**src/rtl/halt_pwr_pkg.sv**
```systemverilog
package halt_pwr_pkg;
  typedef enum logic [1:0] {
    ST_RUN   = 2'd0,
    ST_AHALT = 2'd1,
    ST_HALT  = 2'd2,
    ST_WAKE  = 2'd3
  } pwr_state_e;

  localparam logic [1:0] IMASK_IRQ_ON = 2'b10;
endpackage

```
**src/rtl/hpc_delay_cnt.sv**
```systemverilog
module hpc_delay_cnt #(
  parameter int SHORT_DLY = 256,
  parameter int LONG_DLY  = 4096,
  localparam int CW = $clog2(LONG_DLY)
) (
  input  logic clk,
  input  logic rst_n,
  input  logic load,
  input  logic long_sel,
  output logic done
);
  localparam logic [CW-1:0] SHORT_LD = CW'(SHORT_DLY - 1);
  localparam logic [CW-1:0] LONG_LD  = CW'(LONG_DLY - 1);

  logic [CW-1:0] cnt;

  always_ff @(posedge clk or negedge rst_n) begin
    if (!rst_n)              cnt <= '0;
    else if (load)           cnt <= long_sel ? LONG_LD : SHORT_LD;
    else if (cnt != '0)      cnt <= cnt - 1'b1;
  end

  assign done = (cnt == '0);

  AST_CNT_STEP: assert property (@(posedge clk) disable iff (!rst_n)
    (!load && cnt != '0) |=> (cnt == $past(cnt) - 1'b1));
  AST_CNT_LOAD: assert property (@(posedge clk) disable iff (!rst_n)
    (load && long_sel) |=> (cnt == LONG_LD));
endmodule

```
**src/rtl/hpc_fsm.sv**
```systemverilog
module hpc_fsm
  import halt_pwr_pkg::*;
(
  input  logic       clk,
  input  logic       rst_n,
  input  logic       halt_req,
  input  logic       osc_irq_en,
  input  logic       tb_irq,
  input  logic       ext_irq,
  input  logic       rst_req,
  input  logic       dly_done,
  output logic       dly_load,
  output pwr_state_e state,
  output logic       resume_irq,
  output logic       fetch_rst_vec
);
  pwr_state_e nxt;
  logic       cause_rst, cause_rst_nxt;
  logic       resume_nxt, fetch_nxt;

  always_comb begin
    nxt           = state;
    cause_rst_nxt = cause_rst;
    resume_nxt    = 1'b0;
    fetch_nxt     = 1'b0;
    unique case (state)
      ST_RUN: begin
        if (halt_req) nxt = osc_irq_en ? ST_AHALT : ST_HALT;
      end
      ST_AHALT: begin
        if (rst_req) begin
          nxt           = ST_WAKE;
          cause_rst_nxt = 1'b1;
        end else if (tb_irq) begin
          nxt        = ST_RUN;
          resume_nxt = 1'b1;
        end else if (!osc_irq_en) begin
          nxt = ST_HALT;
        end
      end
      ST_HALT: begin
        if (rst_req || ext_irq) begin
          nxt           = ST_WAKE;
          cause_rst_nxt = rst_req;
        end
      end
      ST_WAKE: begin
        if (dly_done) begin
          nxt        = ST_RUN;
          fetch_nxt  = cause_rst;
          resume_nxt = !cause_rst;
        end
      end
      default: nxt = ST_RUN;
    endcase
  end

  assign dly_load = (nxt == ST_WAKE) && (state != ST_WAKE);

  always_ff @(posedge clk or negedge rst_n) begin
    if (!rst_n) begin
      state         <= ST_RUN;
      cause_rst     <= 1'b0;
      resume_irq    <= 1'b0;
      fetch_rst_vec <= 1'b0;
    end else begin
      state         <= nxt;
      cause_rst     <= cause_rst_nxt;
      resume_irq    <= resume_nxt;
      fetch_rst_vec <= fetch_nxt;
    end
  end

  AST_ENTER_AHALT: assert property (@(posedge clk) disable iff (!rst_n)
    (state == ST_RUN && halt_req && osc_irq_en) |=> (state == ST_AHALT));
  AST_ENTER_HALT: assert property (@(posedge clk) disable iff (!rst_n)
    (state == ST_RUN && halt_req && !osc_irq_en) |=> (state == ST_HALT));
  AST_TB_WAKE: assert property (@(posedge clk) disable iff (!rst_n)
    (state == ST_AHALT && tb_irq && !rst_req) |=> (state == ST_RUN && resume_irq));
  AST_EXT_IGNORED: assert property (@(posedge clk) disable iff (!rst_n)
    (state == ST_AHALT && ext_irq && !tb_irq && !rst_req && osc_irq_en) |=> (state == ST_AHALT));
  AST_RST_PRIO: assert property (@(posedge clk) disable iff (!rst_n)
    (state == ST_AHALT && rst_req) |=> (state == ST_WAKE && !resume_irq));
  AST_OIE_DROP: assert property (@(posedge clk) disable iff (!rst_n)
    (state == ST_AHALT && !osc_irq_en && !tb_irq && !rst_req) |=> (state == ST_HALT));
  AST_STROBE_EXCL: assert property (@(posedge clk) disable iff (!rst_n)
    $onehot0({resume_irq, fetch_rst_vec}));
endmodule

```
**src/rtl/hpc_out_dec.sv**
```systemverilog
module hpc_out_dec
  import halt_pwr_pkg::*;
(
  input  pwr_state_e state,
  input  logic       wdg_active,
  output logic       cpu_clk_en,
  output logic       per_clk_en,
  output logic       osc_en,
  output logic       imask_force_en,
  output logic [1:0] imask_force_val,
  output logic       wdg_rst_mask
);
  always_comb begin
    cpu_clk_en      = (state == ST_RUN);
    per_clk_en      = (state == ST_RUN);
    osc_en          = (state != ST_HALT);
    imask_force_en  = (state == ST_AHALT);
    imask_force_val = (state == ST_AHALT) ? IMASK_IRQ_ON : 2'b00;
    wdg_rst_mask    = (state == ST_AHALT) && wdg_active;
  end

  always_comb begin
    if (imask_force_en) AST_FORCE_MASK: assert (osc_en && !cpu_clk_en);
  end
endmodule

```
**src/rtl/halt_pwr_ctrl.sv**
```systemverilog
module halt_pwr_ctrl
  import halt_pwr_pkg::*;
#(
  parameter int SHORT_DLY = 256,
  parameter int LONG_DLY  = 4096
) (
  input  logic       clk,
  input  logic       rst_n,
  input  logic       halt_req,
  input  logic       osc_irq_en,
  input  logic       tb_irq,
  input  logic       ext_irq,
  input  logic       rst_req,
  input  logic       wdg_active,
  input  logic       long_dly_sel,
  output logic       cpu_clk_en,
  output logic       per_clk_en,
  output logic       osc_en,
  output logic       imask_force_en,
  output logic [1:0] imask_force_val,
  output logic       wdg_rst_mask,
  output logic       resume_irq,
  output logic       fetch_rst_vec
);
  pwr_state_e state;
  logic       dly_load, dly_done;

  hpc_fsm u_fsm (
    .clk(clk), .rst_n(rst_n), .halt_req(halt_req), .osc_irq_en(osc_irq_en),
    .tb_irq(tb_irq), .ext_irq(ext_irq), .rst_req(rst_req), .dly_done(dly_done),
    .dly_load(dly_load), .state(state), .resume_irq(resume_irq),
    .fetch_rst_vec(fetch_rst_vec)
  );

  hpc_delay_cnt #(.SHORT_DLY(SHORT_DLY), .LONG_DLY(LONG_DLY)) u_dly (
    .clk(clk), .rst_n(rst_n), .load(dly_load), .long_sel(long_dly_sel),
    .done(dly_done)
  );

  hpc_out_dec u_dec (
    .state(state), .wdg_active(wdg_active), .cpu_clk_en(cpu_clk_en),
    .per_clk_en(per_clk_en), .osc_en(osc_en), .imask_force_en(imask_force_en),
    .imask_force_val(imask_force_val), .wdg_rst_mask(wdg_rst_mask)
  );

  AST_WAKE_CLOCKS: assert property (@(posedge clk) disable iff (!rst_n)
    (!osc_en) |-> (!cpu_clk_en && !per_clk_en));
endmodule

```
**config.mk**
```make
export PLATFORM = sky130hd
export DESIGN_NAME = halt_pwr_ctrl
export DESIGN_NICKNAME = d
export VERILOG_FILES = /design/src/rtl/halt_pwr_pkg.sv /design/src/rtl/hpc_delay_cnt.sv /design/src/rtl/hpc_fsm.sv /design/src/rtl/hpc_out_dec.sv /design/src/rtl/halt_pwr_ctrl.sv
export SDC_FILE = /design/constraint.sdc
export NUM_CORES = 1
export LEC_CHECK = 0
export ABC_AREA = 1
export BUFFER_PORTS_ARGS = -buffer_cell sky130_fd_sc_hd__buf_2
export CAP_MARGIN = 20
export CORE_MARGIN = 3
export CORE_UTILIZATION = 54
export CTS_CLUSTER_DIAMETER = 60
export CTS_CLUSTER_SIZE = 28
export DETAILED_ROUTE_END_ITERATION = 16
export GPL_ROUTABILITY_DRIVEN = 0
export PLACE_DENSITY = 0.77
export SLEW_MARGIN = 30
export SYNTH_ARGS = -nofsm -noshare
export SYNTH_HDL_FRONTEND = slang
export SYNTH_SLANG_ARGS = --single-unit
```
**constraint.sdc**
```tcl
create_clock -name clk -period 2.1 [get_ports clk]
set_clock_uncertainty 0.15 [all_clocks]
set_input_delay 0.105 -clock clk [delete_from_list [all_inputs] [get_ports clk]]
set_output_delay 0.105 -clock clk [all_outputs]
set_load 0.02 [all_outputs]
```
; ---- After elaboration in Yosys (flattened, before gate mapping)
; Index checks and enable logic that the tools add are counted.
[totals]
register_bits = 17
out_inout_bits = 9
wordCells = 45
[op_classes]
n_addsub = 1
n_eq_ne = 8
muxes = 21
reduce_logical = 10
[op_table]
columns = operator, n
row1 = 12-bit two-way mux, 3
row2 = 2-bit two-way mux, 8
row3 = 12-bit zero test, 1
row4 = 12-bit nonzero test, 1
row5 = 12-bit by 1-bit subtractor with 12-bit output (second input constant), 1
row6 = 2-bit case mux with 4 select lines, 1
row7 = 1-bit two-way mux, 7
row8 = 2-bit equality test (second input constant), 3
row9 = 2-bit != test (second input constant), 3
row10 = 1-bit case mux with 2 select lines, 2
row11 = 2-bit nonzero test, 2
row12 = 3-bit AND reduction, 1
row13 = 2-bit by 1-bit equality test with 1-bit output (second input constant), 1
row14 = 1-bit logical AND, 2
row15 = 2-bit zero test, 1
row16 = 2-bit by 1-bit != test with 1-bit output (second input constant), 1
row17 = 1-bit zero test, 1
row18 = 1-bit logical OR, 1

; ---- Longest topological paths before layout
[depth]
depth_word = 7
mapped_depth = 10

; ---- Hierarchy
; From an unflattened synthesis, not the netlist that was laid out.
[unflattened]
hier_cells = 169
hier_area_um2 = 1106.1
[modules_own_cells]
columns = mod, instances, cells_per_inst, area_each_um2, seq_area_each_um2
row1 = hpc_delay_cnt, 1, 115, 768.2, 300.3
row2 = hpc_fsm, 1, 42, 276.5, 125.1
row3 = hpc_out_dec, 1, 12, 61.3, 0.0

; ---- Worst setup path after synthesis
; OpenSTA, ideal clock, no wires.
[synth_path]
path_type = register to register
startpoint = register u_dly.cnt[0]
endpoint = register u_fsm.state[0]
arrival_time_ps = 1248
path_slack_ps = 564
path_stages_with_launch = 10
n_path_buf = 0
period_less_slack_ps = 1536
cell_sequence = dfrtp_1 -> inv_1 -> ha_1 -> inv_1 -> nor2_1 -> nand3_2 -> nor2_4 -> inv_1 -> nand2_1 -> o2111ai_1
[synth_between]
elab_chain_cells = 3
[synth_rtl]
columns = element, line_no
row1 = from (decl), hpc_delay_cnt.sv:15  ; logic [CW-1:0] cnt;
row2 = from (signal assigned), hpc_delay_cnt.sv:19  ; else if (load) cnt <= long_sel ? LONG_LD : SHORT_LD;
row3 = from (signal assigned), hpc_delay_cnt.sv:20  ; else if (cnt != '0) cnt <= cnt - 1'b1;
row4 = 12-bit zero test, hpc_delay_cnt.sv:23  ; assign done = (cnt == '0);
row5 = 2-bit two-way mux, hpc_fsm.sv:48  ; if (dly_done) begin
row6 = 2-bit case mux with 4 select lines, hpc_fsm.sv:26  ; unique case (state)
row7 = net u_fsm.nxt[0], hpc_fsm.sv:17  ; pwr_state_e nxt;
row8 = to (signal assigned), hpc_fsm.sv:67  ; state <= nxt;
row9 = to (decl), hpc_fsm.sv:13  ; output pwr_state_e state,
; The timed path passes the listed nets, and every way through them passes these cells.
; A chain may end at the register's enable or synchronous reset.

; ---- Worst setup path in the final report
; Same ends and word-level chain as after synthesis.

==> summary.md <==
| Metric | Value |
|---|---|
| Die area | `2510 µm²` |
| CP required | `~2.1 ns` |
| Flop and latch count out of synthesis | `17` |
| Post-CTS Setup Inserts | `0` |
| Initial Utilization | `approximately three fifths` |
| Chip width | `between 50 and 60 µm` |
| Critical Path Max Stage Delay | `approximately 0.4 ns` |
| Area share of the largest cell type after synthesis | `40.4%` |
| PortBufs | `16` |
| Initial antenna violation count | `0` |
| Global-route wire length before repair | `between 3 and 4 mm` |
| Post-synth top cells | `nand2_1, inv_1, dfrtp_1, nand3_1, nor2_1` |
| Critical path class | `register to register` |
| Cells after DPL | `175` |
| DR vias | `942` |
| CP Max Fanout | `8` |
| Syn Nets | `149` |
| Psw | `~0.13 mW` |
| Cell Rows | `15` |
| Combinational share of power | `around 7.6%` |
| Synth cell types | `27` |
| Total gr overflow | `0` |
| Vias in the first global route | `a little over 900` |
| Share of layout cells above drive strength 1 | `21.9%` |
| Synthesized area | `~1100 µm²` |
| Util after Layout | `68.3%` |
| Critical-path cell list | `inv_1, ha_1, inv_1, nor2_1, nand3_2, nor2_4, inv_1, nand2_1, o2111ai_1` |
| DR pass1 iterations | `4` |
| Fmax | `approximately 570 MHz` |
| Max-cap violation count | `0` |
| Final net count | `approximately 170` |
| Hold Fails Final Rpt | `0` |
| CTS buffer count | `3` |
| EDFF count, synth | `0` |
| Residual DRC | `0` |
| Final worst setup slack | `between 0.3 and 0.4 ns` |
| CTS tree | `done` |
| Worst skew pair latency | `about 0.28 ns` |
| Crit path launch type | `register` |
| Clock power frac | `between 30% and 40%` |
| Synth Flop Type | `dfrtp_1` |
| Fillers | `154` |
| Setup tns final | `0 ns` |
| DR iter-0 viols | `21` |
| Crit path arrival time | `1.76 ns` |
| Placed cell areas | `about 1100 µm²` |
| Clk slew on worst S/H paths | `0.10 ns` |
| Reg power frac | `about three fifths` |
| Vias per inst | `between 5 and 6` |
| Seq/Total Area, Yosys | `40.4%` |
| Leak pwr | `between 0.6 and 0.7 nW` |
| Power Total | `0.554 mW` |
| Area growth, synth to finish | `15.7%` |
| H-tree Lvls | `1` |
| Clock Tree Root | `clkbuf_4` |
| Net Sw Frac | `between 20% and 30%` |
| Max rail drop VDD | `~0.37 mV` |
| Syn Area/Cell | `7.63 µm²` |
| Final Critical Period | `~1.8 ns` |
| Non-filler cells, final | `~190` |
| Clock Sinks | `17` |
| Inserted Diodes | `0` |
| Post-Synthesis Cells | `138` |
| Final period util | `83.5%` |
| Dpl ws | `approximately 0.37 ns` |
| Post-synth ARST share | `100%` |
| Slew Limit Fails | `0` |
| Clock Path Buffers | `2` |
| Power Internal | `0.422 mW` |
| Wire per inst | `around 12 µm` |
| Final instance area | `about 1200 µm²` |
| GRT Resource Usage Total | `between 10% and 20%` |
| Slowest cell on crit path | `dfrtp_1` |
| Die H | `50.1 µm` |
| Antenna Violating Nets Remaining | `0` |
| Status | `completed` |
| Final HPWL DP | `about 1.6 mm` |
| Core Region | `roughly 1800 µm²` |
| Hold crit path type | `input pin to register` |
| Synth area leaders | `dfrtp_1, nand2_1, inv_1` |
| Final WL | `roughly 2.2 mm` |
| Cell repeated most along the worst path | `inv_1` |
| Num ports | `18` |
| Yosys warns | `0` |
| Hold_ws | `0.0494 ns` |
| Setup-failing EPs final | `0` |
| Critical path capture point type | `register` |
| Most common cell in the netlist | `nand2_1` |
| Largest area contributor in the netlist | `dfrtp_1` |
| Pwr Density | `around 460 nW/µm²` |
| Unrepaired setup endpoints after global routing | `no` |
| Largest net degree at the start of global routing | `18` |
[placed cells by master (no fill, tap or decap), types with 2 or more instances in the layout]
cell,Yosys,layout
nor3_1,3,3
a21oi_1,5,5
nand3b_1,3,3
dfrtp_1,17,17
nand3_1,13,13
o21ai_0,2,2
inv_1,21,21
buf_2,0,16
dlygate4sd3_1,0,6
nor2_4,3,3
nor2_1,12,12
nand4_1,2,2
nand2_1,28,28
o211ai_1,4,4
nor2_2,3,3
nand2_2,3,3
ha_1,2,2
clkbuf_4,0,3
inv_2,4,4
[per-layer routing]
metal	vias up	global-route usage (%)	routed length, µm
met1	427	25.6	955
met2	29	33.7	1090
met3	4	4.15	106
li1	482	-	-
met4	0	5.53	22
met5	-	0	0
[final cells by class]
cell class,instances,area [µm²],area share (%)
clock buffer,3,22.5,1.85
clock inverter,1,5.00,0.411
inverter,25,93.8,7.71
multi-input combinational,92,499,41.0
sequential,17,425,34.9
tap,25,31.3,2.57
timing repair buffer,22,140,11.5
[cells by family (layout without fill, tap and decap cells)]
kind of cell             after synthesis  in the layout  share of synthesized area (%)
AND/OR/NAND/NOR                       72             72                           34.0
AO/OA/AOI/OAI                         15             15                           9.04
adder cells (fa/ha/maj)                2              2                           2.38
flip-flops                            17             17                           40.4
XOR/XNOR                               2              2                           1.66
other                                  1              1                          0.356
buffers and inverters                 29             51                           12.1
[worst max-delay path: cells and delay by family (launching register included)]
kind,cells,cell delay [ns]
simple gates,4,0.49
flops,1,0.39
buf+inv,3,0.30
fa+ha+maj,1,0.18
compound gates,1,0.11
[sequential cells by signal, summed over array words and instances (netlist names)]
register and cells:
u_dly.cnt 12, u_fsm.cause_rst 1, u_fsm.fetch_rst_vec 1, u_fsm.resume_irq 1
u_fsm.state 2
[power by group through the flow]
| stage | clock network, mW | logic (mW) | registers, mW |
|---|---|---|---|
| after floorplan | 0 | 0.0178 | 0.342 |
| after global placement | 0 | 0.0329 | 0.343 |
| after detailed placement | 0 | 0.0337 | 0.343 |
| after CTS | 0.181 | 0.0421 | 0.337 |
| after global routing | 0.194 | 0.0483 | 0.338 |
| final | 0.175 | 0.0423 | 0.337 |
[path summary, 6_finish.rpt]
| kind | startpoint | to | slack [ns] | depth (start not counted) |
|---|---|---|---|---|
| max reg2reg | u_dly.cnt[0] | u_fsm.state[0] | 0.35 | 9 |
| min reg2reg | u_fsm.cause_rst | u_fsm.resume_irq | 0.33 | 1 |
| min | ext_irq | u_fsm.state[0] | 0.05 | 5 |
| min in group asynchronous | rst_n | u_dly.cnt[6] | 0.12 | 2 |
| max in group asynchronous | rst_n | u_dly.cnt[8] | 1.41 | 2 |
| max | u_dly.cnt[0] | u_fsm.state[0] | 0.35 | 9 |
[timing repair]
| item | 4_1_cts | 5_1_grt |
|---|---|---|
| hold buffers | 6 | 0 |
| hold endpoints to repair | 21 | 0 |
| resized for setup | 0 | 0 |
No activity file was read; power rests on OpenSTA's default activity.
